--- config.mk ---
export PLATFORM = sky130hd
export DESIGN_NAME = fab_alias_guard
export DESIGN_NICKNAME = d
export VERILOG_FILES = /design/src/rtl/fag_pkg.sv /design/src/rtl/fag_cfg_regs.sv /design/src/rtl/fag_decode.sv /design/src/rtl/fab_alias_guard.sv
export SDC_FILE = /design/constraint.sdc
export NUM_CORES = 1
export LEC_CHECK = 0
export BUFFER_PORTS_ARGS = -buffer_cell sky130_fd_sc_hd__buf_2
export CAP_MARGIN = 20
export CORE_MARGIN = 2
export CORE_UTILIZATION = 55
export DETAILED_ROUTE_END_ITERATION = 8
export PLACE_DENSITY = 0.95
export SLEW_MARGIN = 0
export SYNTH_ARGS = -nofsm -noshare
export SYNTH_HDL_FRONTEND = slang
export SYNTH_SLANG_ARGS = --single-unit
--- constraint.sdc ---
create_clock -name clk -period 3.8 [get_ports clk]
set_input_delay 0.19 -clock clk [delete_from_list [all_inputs] [get_ports clk]]
set_output_delay 0.19 -clock clk [all_outputs]
set_load 0.01 [all_outputs]
--- src/rtl/fag_pkg.sv ---
package fag_pkg;
  localparam int ADDR_W = 16;
  localparam int WIN_W  = 14;
  localparam int PAGE_W = 12;
  localparam int DATA_W = 16;

  typedef struct packed {
    logic              lock;
    logic              alias_en;
    logic [1:0]        size_sel;
    logic [WIN_W-1:0]  base;
    logic [WIN_W-1:0]  limit;
  } fag_cfg_t;

  // Mask of decoded offset bits for a size setting.
  function automatic logic [WIN_W-1:0] size_mask(input logic [1:0] sel);
    int bits;
    bits = PAGE_W + ((sel > 2'd2) ? 2 : int'(sel));
    if (bits > WIN_W) bits = WIN_W;
    return WIN_W'((32'd1 << bits) - 32'd1);
  endfunction

  function automatic logic in_range(input logic [WIN_W-1:0] off,
                                    input logic [WIN_W-1:0] lo,
                                    input logic [WIN_W-1:0] hi);
    return (off >= lo) && (off <= hi);
  endfunction
endpackage

--- src/rtl/fag_cfg_regs.sv ---
module fag_cfg_regs
  import fag_pkg::*;
(
  input  logic              clk,
  input  logic              rst_n,
  input  logic              cfg_valid,
  input  logic              cfg_priv,
  input  logic [1:0]        cfg_addr,
  input  logic [DATA_W-1:0] cfg_wdata,
  output fag_cfg_t          cfg_q,
  output logic              cfg_err
);
  logic wr_ok;
  logic wr_bad;

  assign wr_ok  = cfg_valid && cfg_priv && !cfg_q.lock && (cfg_addr != 2'd3);
  assign wr_bad = cfg_valid && !wr_ok;

  always_ff @(posedge clk or negedge rst_n) begin
    if (!rst_n) begin
      cfg_q.lock     <= 1'b0;
      cfg_q.alias_en <= 1'b0;
      cfg_q.size_sel <= 2'd0;
      cfg_q.base     <= '0;
      cfg_q.limit    <= '1;
      cfg_err        <= 1'b0;
    end else begin
      cfg_err <= wr_bad;
      if (wr_ok) begin
        unique case (cfg_addr)
          2'd0: begin
            cfg_q.alias_en <= cfg_wdata[0];
            cfg_q.size_sel <= cfg_wdata[2:1];
            cfg_q.lock     <= cfg_wdata[3];
          end
          2'd1: cfg_q.base  <= cfg_wdata[WIN_W-1:0];
          2'd2: cfg_q.limit <= cfg_wdata[WIN_W-1:0];
          default: ;
        endcase
      end
    end
  end

  a_r8_untrusted_no_change: assert property (@(posedge clk) disable iff (!rst_n)
    (cfg_valid && !cfg_priv) |=> ($stable(cfg_q) && cfg_err));
  a_r9_lock_freezes: assert property (@(posedge clk) disable iff (!rst_n)
    cfg_q.lock |=> ($stable(cfg_q) && cfg_q.lock));
endmodule

--- src/rtl/fag_decode.sv ---
module fag_decode
  import fag_pkg::*;
(
  input  logic [ADDR_W-1:0] addr,
  input  logic              priv,
  input  fag_cfg_t          cfg,
  output logic              win_hit,
  output logic              prot_hit,
  output logic              grant,
  output logic              deny,
  output logic [WIN_W-1:0]  off
);
  logic [WIN_W-1:0] mask;
  logic             mirror;
  logic             reach;

  always_comb begin
    mask     = size_mask(cfg.size_sel);
    win_hit  = (addr[ADDR_W-1:WIN_W] == '0);
    mirror   = ((addr[WIN_W-1:0] & ~mask) != '0);
    off      = addr[WIN_W-1:0] & mask;
    reach    = win_hit && (!mirror || cfg.alias_en);
    prot_hit = in_range(off, cfg.base, cfg.limit);
    grant    = reach && (priv || !prot_hit);
    deny     = win_hit && !grant;
  end
endmodule

--- src/rtl/fab_alias_guard.sv ---
module fab_alias_guard
  import fag_pkg::*;
(
  input  logic              clk,
  input  logic              rst_n,
  input  logic              req_valid,
  input  logic [15:0]       req_addr,
  input  logic              req_write,
  input  logic              req_priv,
  input  logic [15:0]       periph_rdata,
  input  logic              cfg_valid,
  input  logic              cfg_priv,
  input  logic [1:0]        cfg_addr,
  input  logic [15:0]       cfg_wdata,
  output logic              periph_sel,
  output logic [13:0]       periph_off,
  output logic              periph_we,
  output logic              resp_err,
  output logic [15:0]       resp_rdata,
  output logic              cfg_err
);
  fag_cfg_t         cfg;
  logic             dec_win;
  logic             dec_prot;
  logic             dec_grant;
  logic             dec_deny;
  logic [WIN_W-1:0] dec_off;

  fag_cfg_regs u_cfg (
    .clk(clk), .rst_n(rst_n),
    .cfg_valid(cfg_valid), .cfg_priv(cfg_priv),
    .cfg_addr(cfg_addr), .cfg_wdata(cfg_wdata),
    .cfg_q(cfg), .cfg_err(cfg_err)
  );

  fag_decode u_dec (
    .addr(req_addr), .priv(req_priv), .cfg(cfg),
    .win_hit(dec_win), .prot_hit(dec_prot),
    .grant(dec_grant), .deny(dec_deny), .off(dec_off)
  );

  always_ff @(posedge clk or negedge rst_n) begin
    if (!rst_n) begin
      periph_sel <= 1'b0;
      periph_off <= '0;
      periph_we  <= 1'b0;
      resp_err   <= 1'b0;
    end else begin
      periph_sel <= req_valid && dec_grant;
      periph_we  <= req_valid && dec_grant && req_write;
      resp_err   <= req_valid && dec_deny;
      if (req_valid && dec_grant) periph_off <= dec_off;
    end
  end

  assign resp_rdata = periph_sel ? periph_rdata : '0;

  a_r1_sel_in_window: assert property (@(posedge clk) disable iff (!rst_n)
    (periph_sel || resp_err) |-> ($past(req_addr[ADDR_W-1:WIN_W]) == '0));
  a_r5_unpriv_blocked: assert property (@(posedge clk) disable iff (!rst_n)
    periph_sel |-> ($past(req_priv) || !$past(dec_prot)));
  a_r6_sel_err_exclusive: assert property (@(posedge clk) disable iff (!rst_n)
    !(periph_sel && resp_err));
  a_r6_zero_when_refused: assert property (@(posedge clk) disable iff (!rst_n)
    !periph_sel |-> (resp_rdata == '0 && !periph_we));
  a_r7_idle_quiet: assert property (@(posedge clk) disable iff (!rst_n)
    !$past(req_valid) |-> (!periph_sel && !resp_err));
  a_r3_mirror_off_blocked: assert property (@(posedge clk) disable iff (!rst_n)
    (req_valid && !cfg.alias_en && dec_win &&
     ((req_addr[WIN_W-1:0] & ~size_mask(cfg.size_sel)) != '0)) |=> resp_err);
endmodule

## Word level (Yosys, flattened, before mapping)

Index checks and enable logic that the tools add are counted.

| storage, ports and cells | value |
|---|---|
| input port bits | 57 |
| bits in registers | 50 |

| cells by class | value |
|---|---|
| add/sub/neg operators | 2 |
| bitwise operators | 3 |
| reduce and logical (&&, ||, !) cells | 24 |
| muxes and demuxes | 3 |
| shift operators | 1 |
| $lt $le $gt $ge | 4 |
| equal/unequal tests | 3 |

Operator list:

| cell | count |
|---|---|
| 5-bit by 32-bit adder with 32-bit output (first input constant) | 1 |
| 32-bit by 5-bit greater-than comparator with 1-bit output (second input constant) | 1 |
| 32-bit two-way mux | 1 |
| 1-bit by 32-bit left shift with 14-bit output (first input constant) | 1 |
| 14-bit bitwise AND | 2 |
| 16-bit two-way mux | 1 |
| 14-bit greater-or-equal comparator | 1 |
| 14-bit less-or-equal comparator | 1 |
| 14-bit NOT | 1 |
| 14-bit nonzero test | 1 |
| 14-bit by 1-bit subtractor with 14-bit output (second input constant) | 1 |
| 1-bit logical AND | 11 |
| 2-bit AND reduction | 3 |
| 1-bit logical NOT | 5 |
| 2-bit logical NOT | 2 |
| 2-bit by 1-bit == test with 1-bit output (second input constant) | 1 |
| 2-bit == test (second input constant) | 1 |
| 2-bit greater-than comparator (second input constant) | 1 |
| 1-bit logical OR | 2 |
| 2-bit two-way mux | 1 |
| 2-bit != test (second input constant) | 1 |

## Logic depth before layout (Yosys ltp)

| logic depth | value |
|---|---|
| word-level depth | 17 |
| mapped depth | 9 |
| depth with buffers taken out | 8 |

## Cells and area by module

From an unflattened synthesis, not the netlist that was laid out.

| unflattened totals | value |
|---|---|
| cell total of the unflattened synthesis | 245 |
| area total of the unflattened synthesis | 2,907.8 sq um |

By module, submodules not included:

| module | area an instance (sq um) | seq. area each (sq um) | cells each | times used |
|---|---|---|---|---|
| fag_cfg_regs | 1,311.3 | 843.3 | 76 | 1 |
| fag_decode | 842.1 | 0.0 | 116 | 1 |
| fab_alias_guard | 754.5 | 425.4 | 53 | 1 |

## Least setup slack after synthesis

No wires, ideal clock.

| timing path | value |
|---|---|
| path kind | flip-flop to flip-flop |
| from | reg u_cfg.cfg_q[29] (netlist name) |
| to | reg periph_off[10] |
| path slack | 1.317 ns |
| clock period less this slack | 2.483 ns |
| arrival | 2.358 ns |
| required time | 3.675 ns |
| library setup time | 0.125 ns |
| cell stages (with the launch flop) | 10 |
| path through | dfrtp_1 -> and2_2 -> ha_1 -> a211oi_1 -> o21ai_0 -> a221o_1 -> and4b_4 -> a21oi_4 -> buf_12 -> mux2_4 |

RTL lines:

| what | RTL line | RTL |
|---|---|---|
| from (decl) | fag_cfg_regs.sv:10 | `output fag_cfg_t cfg_q,` |
| 2-bit greater-than comparator | fag_pkg.sv:18 | `bits = PAGE_W + ((sel > 2'd2) ? 2 : int'(sel));` |
| 2-bit two-way mux * | fag_pkg.sv:18 |  |
| 5-bit by 32-bit adder with 32-bit output * | fag_pkg.sv:18 |  |
| 32-bit by 5-bit greater-than comparator with 1-bit output | fag_pkg.sv:19 | `if (bits > WIN_W) bits = WIN_W;` |
| 32-bit two-way mux * | fag_pkg.sv:19 |  |
| 1-bit by 32-bit left shift with 14-bit output * | fag_pkg.sv:20 | `return WIN_W'((32'd1 << bits) - 32'd1);` |
| 14-bit by 1-bit subtractor with 14-bit output * | fag_pkg.sv:20 |  |
| 14-bit bitwise AND * | fag_decode.sv:21 | `off = addr[WIN_W-1:0] & mask;` |
| net dec_off[13] | fab_alias_guard.sv:27 | `logic [WIN_W-1:0] dec_off;` |
| 14-bit greater-or-equal comparator / 14-bit less-or-equal comparator (equally long branches) | fag_pkg.sv:26 | `return (off >= lo) && (off <= hi);` |
| 1-bit logical AND * | fag_pkg.sv:26 |  |
| 1-bit logical NOT * | fag_decode.sv:24 | `grant = reach && (priv \|\| !prot_hit);` |
| 1-bit logical OR * | fag_decode.sv:24 |  |
| 1-bit logical AND * | fag_decode.sv:24 |  |
| 1-bit logical AND * | fab_alias_guard.sv:52 | `if (req_valid && dec_grant) periph_off <= dec_off;` |
| to (signal assigned) | fab_alias_guard.sv:52 |  |
| to (decl) | fab_alias_guard.sv:16 | `output logic [13:0] periph_off,` |

The timed path passes the listed nets; every way through them passes the cells marked *.
A chain may end at the register's enable or synchronous reset.

## Worst setup path after layout

| timing path | value |
|---|---|
| from | reg u_cfg.cfg_q[29] (netlist name) |
| to | reg periph_off[2] |

The elaborated chain is that of the path after synthesis.

==> results list <==
- Status: finished clean
- Critical Path Source Type: register
- The first global-routing pass estimated 9890 um of wire.
- Across all layers, the routed design uses 2,195 vias.
- OpenSTA, run right after detailed placement, puts the worst setup slack at 0.844 ns.
- Global routing used 23.9% of the available tracks.
* Detailed-placement wirelength estimate: 4770 um
- I/O pins: 91
* Unrepaired setup endpoints after global routing: no
* Share of the clock period used by the worst path: 78.2%
- For this run, the register share of the synthesized area comes to 45.7%.
* Wire length per cell after detailed routing: 15.3 um
* Synthesis-stage register bit count: 50
- Detailed Route Iter0 Violations: 115
- Worst clock skew: 0.00453 ns
* Height of the die: 75.0 um
* Worst Path Arrival: 3.17 ns
- Placed Cells: 397
* Hold WC Path Type: in -> reg
- H-tree depth: 2
* Buffers from clock root to sink, at most: 2
- Setup crit end kind: register
- Power per standard cell area: 513 nW/um2
- Routability-driven placement finished with a final weighted congestion of 0.779.
* Post-detailed-route via-to-cell ratio: 5.39
- The number of nets handed over by synthesis was 329.
* Maximum fanout count along the critical path: 15
- Post-CTS clock slew at the launch and capture registers of the worst setup and hold paths: 0.09 ns
- Total congestion overflow: 0
- Worst-skew pair later-pin latency: 0.31 ns
- Clk Tree Root Cell: clkbuf_8
- TritonCTS built the clock tree.
- The number of gates resized after CTS was 0.
- Critical path class: reg -> reg
- Residual DRC: 0
- In this design, the stage delay of the slowest critical-path cell is 0.57 ns.
- Antenna violations before repair: 0
- Area of the core: 4790 um2
* Total inserted antenna cells: 0
- Horizontal die dimension: 75.0 um
- Excluding fillers, the count of instances in the completed layout stands at 407.
- Die Area: 5630 um2
* Synthesized instance count: 246
- Initial core utilization: 58.0%
- Worst hold slack across all endpoints: 0.0893 ns
* Data required time of the critical path: 4.00 ns
* Number of distinct standard cells referenced by the synthesized netlist: 39
- In this run the static leakage power is 0.00175 uW.
* Iteration count of the initial detailed-routing pass: 4
- The final count of pins violating max slew is 0.
- After layout, the worst setup slack is 0.827 ns.
- Final net count: 422
- The critical path goes through and2_2 -> ha_1 -> a211oi_1 -> o21ai_0 -> a221o_1 -> and4b_4 -> a21oi_4 -> mux2_2.
- Setup TNS: 0 ns
* Post-Route WL: 6220 um
- Largest net degree at the start of global routing: 51
- # hold bufs at CTS: 0
- Slowest cell on the critical path: a21oi_4
- Setup violations remaining at the end of the flow were counted as 0.
- Share of cells above drive strength 1: 45.0%
* Sink Count: 50
* Worst slew margin relative to its limit: 44.6%
* Most used cells in the layout excluding fill and tap cells: buf_2 (88), dfrtp_1 (36), inv_1 (27), ha_1 (26), mux2_2 (24)
- Fin crit period: 2.97 ns
* Mapped cell area: 2780 um2
- Max-cap violations in this run came to 0.
- At the pin with the least slew margin, the transition time is 0.828 ns.
* Detail Route Antenna Nets: 0
* Count of buffers inserted at the top-level ports: 88
- VDD sags by at most 0.346 mV.
- Final Hold Fails: 0
- Area grow syn2layout: 22.5%
- Final Power: 1740 uW
* Number of standard-cell rows in the floorplan: 25
* Most common library cell in the layout ignoring fill and taps: buf_2
* Post-CTS Setup Inserts: 0
* Number of clock buffers inserted by TritonCTS: 5
* Post-synthesis average cell area: 11.3 um2
- For this run, the number of Yosys warnings is 0.
* Fmax: 0.336 GHz
* Via count of the first global-routing pass: 2,202
## critical path: cells and delay by family (launching register included)
kind	cells	cell delay, ns
fa+ha+maj	1	0.21
compound gates	4	1.34
simple gates	2	0.47
mux	1	0.41
flops	1	0.43
## through the flow
step,cell area (um2),utilization (%)
global placement,3280,68.5
floorplan,2780,-
global route,3400,71.0
finish,3400,71.0
CTS,3370,70.4
detailed placement,3280,68.5
## cell usage after synthesis (all sizes together)
| cell type | number | share of area, % |
|---|---|---|
| a211oi | 2 | 0.54 |
| a311oi | 1 | 0.32 |
| and2 | 17 | 3.9 |
| a21o | 5 | 1.4 |
| a31oi | 1 | 0.23 |
| a221o | 1 | 0.36 |
| nor2 | 4 | 0.54 |
| nand2b | 1 | 0.23 |
| o211ai | 1 | 0.27 |
| and4b | 1 | 0.50 |
| nand2 | 19 | 2.6 |
| or3 | 1 | 0.41 |
| nand3 | 4 | 0.72 |
| clkbuf | 3 | 0.41 |
| nand3b | 1 | 0.27 |
| o21a | 1 | 0.32 |
| a21boi | 1 | 0.27 |
| nor2b | 2 | 0.45 |
| a221oi | 1 | 0.32 |
| a2111oi | 1 | 0.54 |
| and3b | 2 | 0.63 |
| nand4 | 3 | 0.68 |
| mux2 | 34 | 15 |
| o21ai | 21 | 3.9 |
| and3 | 2 | 0.45 |
| inv | 27 | 3.7 |
| dfrtp | 36 | 32 |
| ha | 26 | 12 |
| buf | 2 | 0.86 |
| nor3b | 2 | 0.54 |
| nor3 | 1 | 0.18 |
| dfstp | 14 | 13 |
| a21oi | 7 | 1.7 |
| maj3 | 1 | 0.36 |
## worst paths after layout
kind	slack, ns	start	end	cells after the start
worst max-delay path	0.83	u_cfg.cfg_q[29]$_DFFE_PN0P_	periph_off[2]$_DFFE_PN0P_	8
worst min-delay path	0.09	cfg_wdata[8]	u_cfg.cfg_q[22]$_DFFE_PN0P_	3
worst max register to register	0.83	u_cfg.cfg_q[29]$_DFFE_PN0P_	periph_off[2]$_DFFE_PN0P_	8
worst min register to register	0.48	u_cfg.cfg_q[31]$_DFFE_PN0P_	u_cfg.cfg_q[31]$_DFFE_PN0P_	1
max in group asynchronous	2.96	rst_n	u_cfg.cfg_q[5]$_DFFE_PN1P_	3
min in group asynchronous	0.29	rst_n	u_cfg.cfg_q[15]$_DFFE_PN0P_	2
## cell families after synthesis
| kind of cell | synth area share, % |
|---|---|
| fa+ha+maj | 12.1 |
| simple gates | 12.0 |
| flops | 45.7 |
| buf+inv | 4.91 |
| mux | 15.1 |
| compound gates | 10.1 |
## final cells by class
type,instances,area (um2)
inverter,27,101
clock buffer,7,86.3
multi-input combinational,164,1380
sequential,50,1270
tap,67,83.8
clock inverter,1,5.00
fill,331,1390
timing repair buffer,91,478
## flip-flops by register name, indices dropped and copies added, names as in the netlist
register,count
u_cfg.cfg_q,32
periph_off,14
periph_sel,1
periph_we,1
resp_err,1
u_cfg.cfg_err,1
## where the power goes
group          switching [uW]  internal, uW
sequential               87.8           712
clock                     177           147
combinational             298           320
## metal layers
layer	GRT usage, %	up-vias	wire length [um]
met3	5.22	10	399
met5	0	-	0
met4	8.53	0	102
met1	28.7	1059	2490
li1	-	1036	-
met2	42.4	90	3230
Note: power is estimated with default switching activity, not from simulation.
